## src/rtl/sdlc_af_pkg.sv

```systemverilog
package sdlc_af_pkg;
    typedef enum logic [1:0] {
        ST_IDLE   = 2'd0,
        ST_WAIT   = 2'd1,
        ST_ACCEPT = 2'd2,
        ST_REJECT = 2'd3
    } af_state_e;
endpackage

```

## src/rtl/af_addr_match.sv

```systemverilog
module af_addr_match #(
    parameter int W  = 8,
    parameter int PW = 4
) (
    input  logic [W-1:0] addr_byte,
    input  logic [W-1:0] addr_reg,
    input  logic         wide,
    output logic         hit
);
    localparam int LO = W - PW;

    logic bcast;
    logic full_eq;
    logic part_eq;

    assign bcast   = (addr_byte == {W{1'b1}});
    assign full_eq = (addr_byte == addr_reg);

    generate
        if (PW >= W) begin : g_part_full
            assign part_eq = full_eq;
        end else begin : g_part_hi
            assign part_eq = (addr_byte[W-1:LO] == addr_reg[W-1:LO]);
        end
    endgenerate

    assign hit = bcast || (wide ? part_eq : full_eq);
endmodule

```

## src/rtl/af_frame_fsm.sv

```systemverilog
module af_frame_fsm
    import sdlc_af_pkg::*;
(
    input  logic      clk,
    input  logic      rst_n,
    input  logic      sof,
    input  logic      eof,
    input  logic      abort,
    input  logic      byte_vld,
    input  logic      hit,
    output af_state_e state,
    output logic      addr_cycle
);
    af_state_e nxt;
    logic      ev_end;

    // state register
    always_ff @(posedge clk) begin
        if (!rst_n) state <= ST_IDLE;
        else        state <= nxt;
    end

    // outputs
    always_comb begin
        ev_end     = eof || abort;
        addr_cycle = byte_vld && (sof || (state == ST_WAIT));
    end

    // next state
    always_comb begin
        nxt = state;
        unique case (state)
            ST_IDLE, ST_ACCEPT, ST_REJECT: begin
                if (ev_end)          nxt = ST_IDLE;
                else if (addr_cycle) nxt = hit ? ST_ACCEPT : ST_REJECT;
                else if (sof)        nxt = ST_WAIT;
                else                 nxt = state;
            end
            ST_WAIT: begin
                if (ev_end)          nxt = ST_IDLE;
                else if (addr_cycle) nxt = hit ? ST_ACCEPT : ST_REJECT;
                else                 nxt = ST_WAIT;
            end
            default: nxt = ST_IDLE;
        endcase
    end

    p_close_rearm_r6: assert property (@(posedge clk) disable iff (!rst_n)
        (eof || abort) |=> (state == ST_IDLE));

    p_decision_held_r6: assert property (@(posedge clk) disable iff (!rst_n)
        ((state == ST_ACCEPT || state == ST_REJECT) && !eof && !abort && !sof)
        |=> $stable(state));
endmodule

```

## src/rtl/af_stream_gate.sv

```systemverilog
module af_stream_gate #(
    parameter int W = 8
) (
    input  logic         clk,
    input  logic         rst_n,
    input  logic         byte_vld,
    input  logic [W-1:0] byte_data,
    input  logic         keep,
    output logic         pass_vld,
    output logic [W-1:0] pass_data
);
    always_ff @(posedge clk) begin
        if (!rst_n) begin
            pass_vld  <= 1'b0;
            pass_data <= '0;
        end else begin
            pass_vld <= byte_vld && keep;
            if (byte_vld && keep) pass_data <= byte_data;
        end
    end

    p_no_spurious_r9: assert property (@(posedge clk) disable iff (!rst_n)
        !byte_vld |=> !pass_vld);
endmodule

```

## src/rtl/sdlc_addr_filter.sv

```systemverilog
module sdlc_addr_filter
    import sdlc_af_pkg::*;
#(
    parameter int W  = 8,
    parameter int PW = 4
) (
    input  logic         clk,
    input  logic         rst_n,
    input  logic         sdlc_mode,
    input  logic         srch_en,
    input  logic         wide_match,
    input  logic [W-1:0] addr_reg,
    input  logic         sof,
    input  logic         eof,
    input  logic         abort,
    input  logic         byte_vld,
    input  logic [W-1:0] byte_data,
    output logic         pass_vld,
    output logic [W-1:0] pass_data,
    output logic         irq_gate
);
    af_state_e state;
    logic      hit;
    logic      addr_cycle;
    logic      filt_on;
    logic      keep;

    af_addr_match #(.W(W), .PW(PW)) u_match (
        .addr_byte (byte_data),
        .addr_reg  (addr_reg),
        .wide      (wide_match),
        .hit       (hit)
    );

    af_frame_fsm u_fsm (
        .clk        (clk),
        .rst_n      (rst_n),
        .sof        (sof),
        .eof        (eof),
        .abort      (abort),
        .byte_vld   (byte_vld),
        .hit        (hit),
        .state      (state),
        .addr_cycle (addr_cycle)
    );

    always_comb begin
        filt_on  = sdlc_mode && srch_en;
        keep     = !filt_on || (addr_cycle ? hit : (state == ST_ACCEPT));
        irq_gate = !filt_on || (state == ST_ACCEPT);
    end

    af_stream_gate #(.W(W)) u_gate (
        .clk       (clk),
        .rst_n     (rst_n),
        .byte_vld  (byte_vld),
        .byte_data (byte_data),
        .keep      (keep),
        .pass_vld  (pass_vld),
        .pass_data (pass_data)
    );

    p_reject_blocks_r4: assert property (@(posedge clk) disable iff (!rst_n)
        (filt_on && state == ST_REJECT && !sof) |=> !pass_vld);

    p_bypass_data_r7: assert property (@(posedge clk) disable iff (!rst_n)
        (byte_vld && !filt_on) |=> (pass_vld && pass_data == $past(byte_data)));

    p_broadcast_accept_r3: assert property (@(posedge clk) disable iff (!rst_n)
        (addr_cycle && byte_data == {W{1'b1}} && !eof && !abort)
        |=> (state == ST_ACCEPT));

    p_exact_miss_r1: assert property (@(posedge clk) disable iff (!rst_n)
        (addr_cycle && !wide_match && byte_data != addr_reg &&
         byte_data != {W{1'b1}} && !eof && !abort)
        |=> (state == ST_REJECT));
endmodule

```

## config.mk

```make
export PLATFORM = sky130hd
export DESIGN_NAME = sdlc_addr_filter
export DESIGN_NICKNAME = d
export VERILOG_FILES = /design/src/rtl/sdlc_af_pkg.sv /design/src/rtl/af_addr_match.sv /design/src/rtl/af_frame_fsm.sv /design/src/rtl/af_stream_gate.sv /design/src/rtl/sdlc_addr_filter.sv
export SDC_FILE = /design/constraint.sdc
export NUM_CORES = 1
export LEC_CHECK = 0
export BUFFER_PORTS_ARGS = -buffer_cell sky130_fd_sc_hd__buf_2
export CAP_MARGIN = 5
export CORE_UTILIZATION = 45
export CTS_BUF_LIST = sky130_fd_sc_hd__clkbuf_4 sky130_fd_sc_hd__clkbuf_8
export CTS_CLUSTER_SIZE = 14
export DETAILED_ROUTE_END_ITERATION = 10
export HOLD_SLACK_MARGIN = 0.02
export PLACE_DENSITY_LB_ADDON = 0.1
export SYNTH_ARGS = -nofsm -noshare
export SYNTH_HDL_FRONTEND = slang
export SYNTH_SLANG_ARGS = --single-unit
```

## constraint.sdc

```tcl
create_clock -name clk -period 3.93 [get_ports clk]
set_input_delay 0.1965 -clock clk [delete_from_list [all_inputs] [get_ports clk]]
set_output_delay 0.1965 -clock clk [all_outputs]
set_load 0.02 [all_outputs]
```

# Yosys cells after proc, flatten, opt, wreduce, memory -nomap -nowiden
# Index checks and enable logic that the tools add are counted.
# totals
register_bits	11
# op_classes
eq_ne	7
muxes	9
reduce_logical	11
# ops
op	count
$mux 2	5
$eq 8x8->1	1
$eq 8x8->1 const B	1
$logic_or 1x1->1	5
$eq 2x2->1 const B	2
$eq 4x4->1	1
$ne 4x3->1 const B	1
$pmux 2 s2	1
$logic_and 1x1->1	3
$mux 1	3
$reduce_or 3->1	1
$eq 2x1->1 const B	1
$logic_not 2->1	1
$logic_not 1->1	1

# Longest topological paths before layout
# logic_depth
word_depth	7
ltp_mapped	5

# By module
# A second synthesis with hierarchy kept.
# hier_totals
hier_cells	68
hier_area_um2	633.1
# by_module_without_submodules
module	seq_area_each_um2	instances	cells_each	area_per_inst_um2
af_stream_gate	180.2	1	40	389.1
af_addr_match	0.0	1	14	108.9
af_frame_fsm	40.0	1	10	97.6
sdlc_addr_filter	0.0	1	4	37.5

# Least setup slack after synthesis
# OpenSTA, ideal clock, no wires.
# synth_path
kind	register -> register
startpoint	register u_fsm.state[0]
endpoint	register u_gate.pass_data[0]
n_path_buf	0
setup_slack_ns	2.694
period_less_slack_ns	1.236
t_arrival_ns	1.164
path_stages_with_launch	6
required_ns	3.858
cell_sequence	dfxtp_1 nor2b_1 o21ai_2 o21ai_1 nor2_4 mux2i_1
# synth_via
elab_chain_len	6
word_cells_on_any_way	7
classes_between	2 x eq/ne; 1 x mux; 4 x reduce/logical
# synth_lines
item	line_no	text
start, declared	af_frame_fsm.sv:11	output af_state_e state,
start signal, assigned	af_frame_fsm.sv:20	else state <= nxt;
$eq 2x1->1	af_frame_fsm.sv:26	addr_cycle = byte_vld && (sof || (state == ST_WAIT));
$logic_or 1x1->1	af_frame_fsm.sv:26	
$logic_and 1x1->1	af_frame_fsm.sv:26	
$mux 1 *	sdlc_addr_filter.sv:49	keep = !filt_on || (addr_cycle ? hit : (state == ST_ACCEPT));
$logic_or 1x1->1 *	sdlc_addr_filter.sv:49	
$logic_and 1x1->1 *	af_stream_gate.sv:18	if (byte_vld && keep) pass_data <= byte_data;
end signal, assigned	af_stream_gate.sv:18	
end, declared	af_stream_gate.sv:10	output logic [W-1:0] pass_data
# Every way passes the cells marked *; elsewhere a longest branch is shown, timed or not.
# A chain may end at the register's enable or synchronous reset.

# Worst setup path in the final report
# layout_path
startpoint	register u_fsm.state[1]
endpoint	register u_gate.pass_data[5]
# The elaborated chain is that of the path after synthesis.

==> results.tsv <==
metric	value	unit
status	finished clean	
die_h	38.5	um
drv_cap	0	
overflow	0	
p_sw	0.0000734	W
end_kind	register	
worst_hold_slack	197	ps
synth_seq_cells	11	
postRouteAntennaNets	0	
synth_area_leader_cell	dfxtp_1	
grt_pass1_vias	511	
power_density	328	nW/um2
yosysSeqAreaShare	36.8	%
period_needed	1410	ps
setup_tns	0	ps
dp_cells	116	
post_cts_buffers	0	
avgSynthCellArea	8.54	um2
cts_tree	yes	
dpl_worst_slack	2470	ps
final_common_cell	buf_2	
hold_viol_final	0	
ir_drop	0.200	mV
swShare	27.7	%
finalCritPeriodShare	35.8	%
synth_fp_nets	95	
cts_resized	0	
setup_slack	2520	ps
root_buffer	clkbuf_4	
clk_pin_slew_worst_paths	70	ps
ioPinCount	35	
antenna_found_initial	0	
layout_common_cells	buf_2 (34), nand2_1 (19), dfxtp_1 (11)	
rrSetupSlack	2520	ps
dp_hpwl	1.08	mm
ys_warn_count	0	
viasPerCell	4.90	
rsz0062_at_grt	false	
syn_area	598	um2
cts_sinks	11	
p_clk_share	31.1	%
gp_congestion	0.691	
start_util	51.1	%
layout-drive-gt1-share	39.6	%
numCtsBuffers	3	
p_leak	0.392	nW
wl_per_cell	10.8	um
intPower	0.000192	W
hold_path_class	in2reg	
finalSetupViolCount	0	
cp-start-kind	register	
power_frac_comb	23.3	%
dieArea	1480	um2
synth_cell_type_count	21	
slew_violations	0	
drc	0	
port_buffers	34	
cts-hold-fix-buffers	0	
max_clock_freq	0.712	GHz
cts_htree_levels	1	
wirelength	1.30	mm
core-area	1170	um2
diodes	0	
areaGrowthSynthToFinish	35.1	%
synth_area_leaders	dfxtp_1 (37%), mux2i_1 (13%), nand2_1 (12%), xnor2_1 (12%), nand4_1 (3.1%)	
dpl_cell_area	778	um2
die_w	38.5	um
layout.nets	132	
fin_skew	6.04	ps
hold_depth	3	
seq_power_share	45.6	%
grt_max_degree	19	
min_from	byte_data[4]	
grtUsageTotal	20.4	%
clock_latency	260	ps
instances_no_fill	120	
synth_top_area_share	36.8	%
reg2reg_to	u_gate.pass_data[5]	
max_slew_margin	78.1	%
netlist_instances	70	
row_count	12	
finalInstanceArea	808	um2
crit_fanout	9	
cp.required	4110	ps
tightest_slew	328	ps
vias	588	
grt_pass1_wl	2.06	mm
drtIter0Drc	11	
r2r_start	u_fsm.state[1]	
path_class	reg2reg	
r2r_cells	5	
cts.path.max_buffers	2	
whs_endpoint	u_gate.pass_data[4]	
crit_arrival	1580	ps
firstDrtPassIters	4	
==> per-layer routing <==
metal  up-vias  GRT usage, %  share of wire (%)
met5         -             0                  0
met4         0          5.17               0.85
met3         2          3.49                6.6
met2        23          37.3                 46
met1       255          24.2                 46
li1        308             -                  -
==> cells in the mapped netlist <==
master    count
a211oi_1      1
o21ai_1       1
nor3b_1       1
mux2i_1       8
a21oi_1       1
or2_1         1
nor2_4        1
a21o_1        1
nor3_2        1
clkbuf_1      2
o21ai_2       1
dfxtp_1      11
nor2b_1       2
o21a_1        1
o21ai_0       2
nand4_1       3
nand2_1      19
a41oi_2       1
inv_1         2
nor2_1        2
xnor2_1       8
==> metrics by stage <==
step / total power [W] / util [%]
CTS: 0.000268 / 69.0
detailed placement: 0.000186 / 66.5
global placement: 0.000184 / 66.5
finish: 0.000265 / 69.0
floorplan: 0.000160 / -
global route: 0.000279 / 69.0
==> worst max path at each step <==
| stage | end | start | slack [ps] | cells after the start |
|---|---|---|---|---|
| after floorplan | u_gate.pass_data[0] | u_fsm.state[0] | 2690 | 5 |
| after global placement | u_gate.pass_data[0] | byte_data[1] | 2580 | 6 |
| after detailed placement | u_gate.pass_data[5] | byte_data[1] | 2470 | 6 |
| after CTS | u_gate.pass_data[5] | u_fsm.state[0] | 2510 | 5 |
| after global routing | u_gate.pass_data[5] | u_fsm.state[0] | 2410 | 5 |
| final | u_gate.pass_data[5] | u_fsm.state[1] | 2520 | 5 |
==> sequential cells by signal, indices dropped and copies added, names as in the netlist <==
register	cells
u_gate.pass_data	8
u_gate.pass_vld	1
u_fsm.state	2
==> kinds of logic after synthesis <==
family	Yosys count	synth area share, %
xor gates and xnor gates	8	11.7
AOI/OAI and AO/OA	9	11.3
and+or+nand+nor	30	24.3
muxes	8	13.4
buffers and inverters	4	2.51
DFF	11	36.8
==> power groups by stage <==
| stage | Combinational, W | Sequential, W | Clock (W) |
|---|---|---|---|
| final | 0.0000617 | 0.000121 | 0.0000825 |
| after global routing | 0.0000676 | 0.000122 | 0.0000899 |
| after CTS | 0.0000623 | 0.000121 | 0.0000847 |
| after detailed placement | 0.0000621 | 0.000124 | 0 |
| after global placement | 0.0000605 | 0.000123 | 0 |
| after floorplan | 0.0000284 | 0.000131 | 0 |
==> worst max-delay path: stages, from the launching register on <==
cell and delay (ps):
dfxtp_1 340, nor3b_1 140, o21ai_0 150, o21ai_1 130
nor2_4 310, mux2i_1 250
==> layout make-up <==
class / count / area (um2)
Clock buffer: 4 / 30.0
Multi-Input combinational cell: 55 / 363
Inverter: 2 / 7.51
Tap cell: 14 / 17.5
Sequential cell: 11 / 220
Fill cell: 107 / 363
Timing Repair Buffer: 34 / 170
No activity file was read; power rests on OpenSTA's default activity.
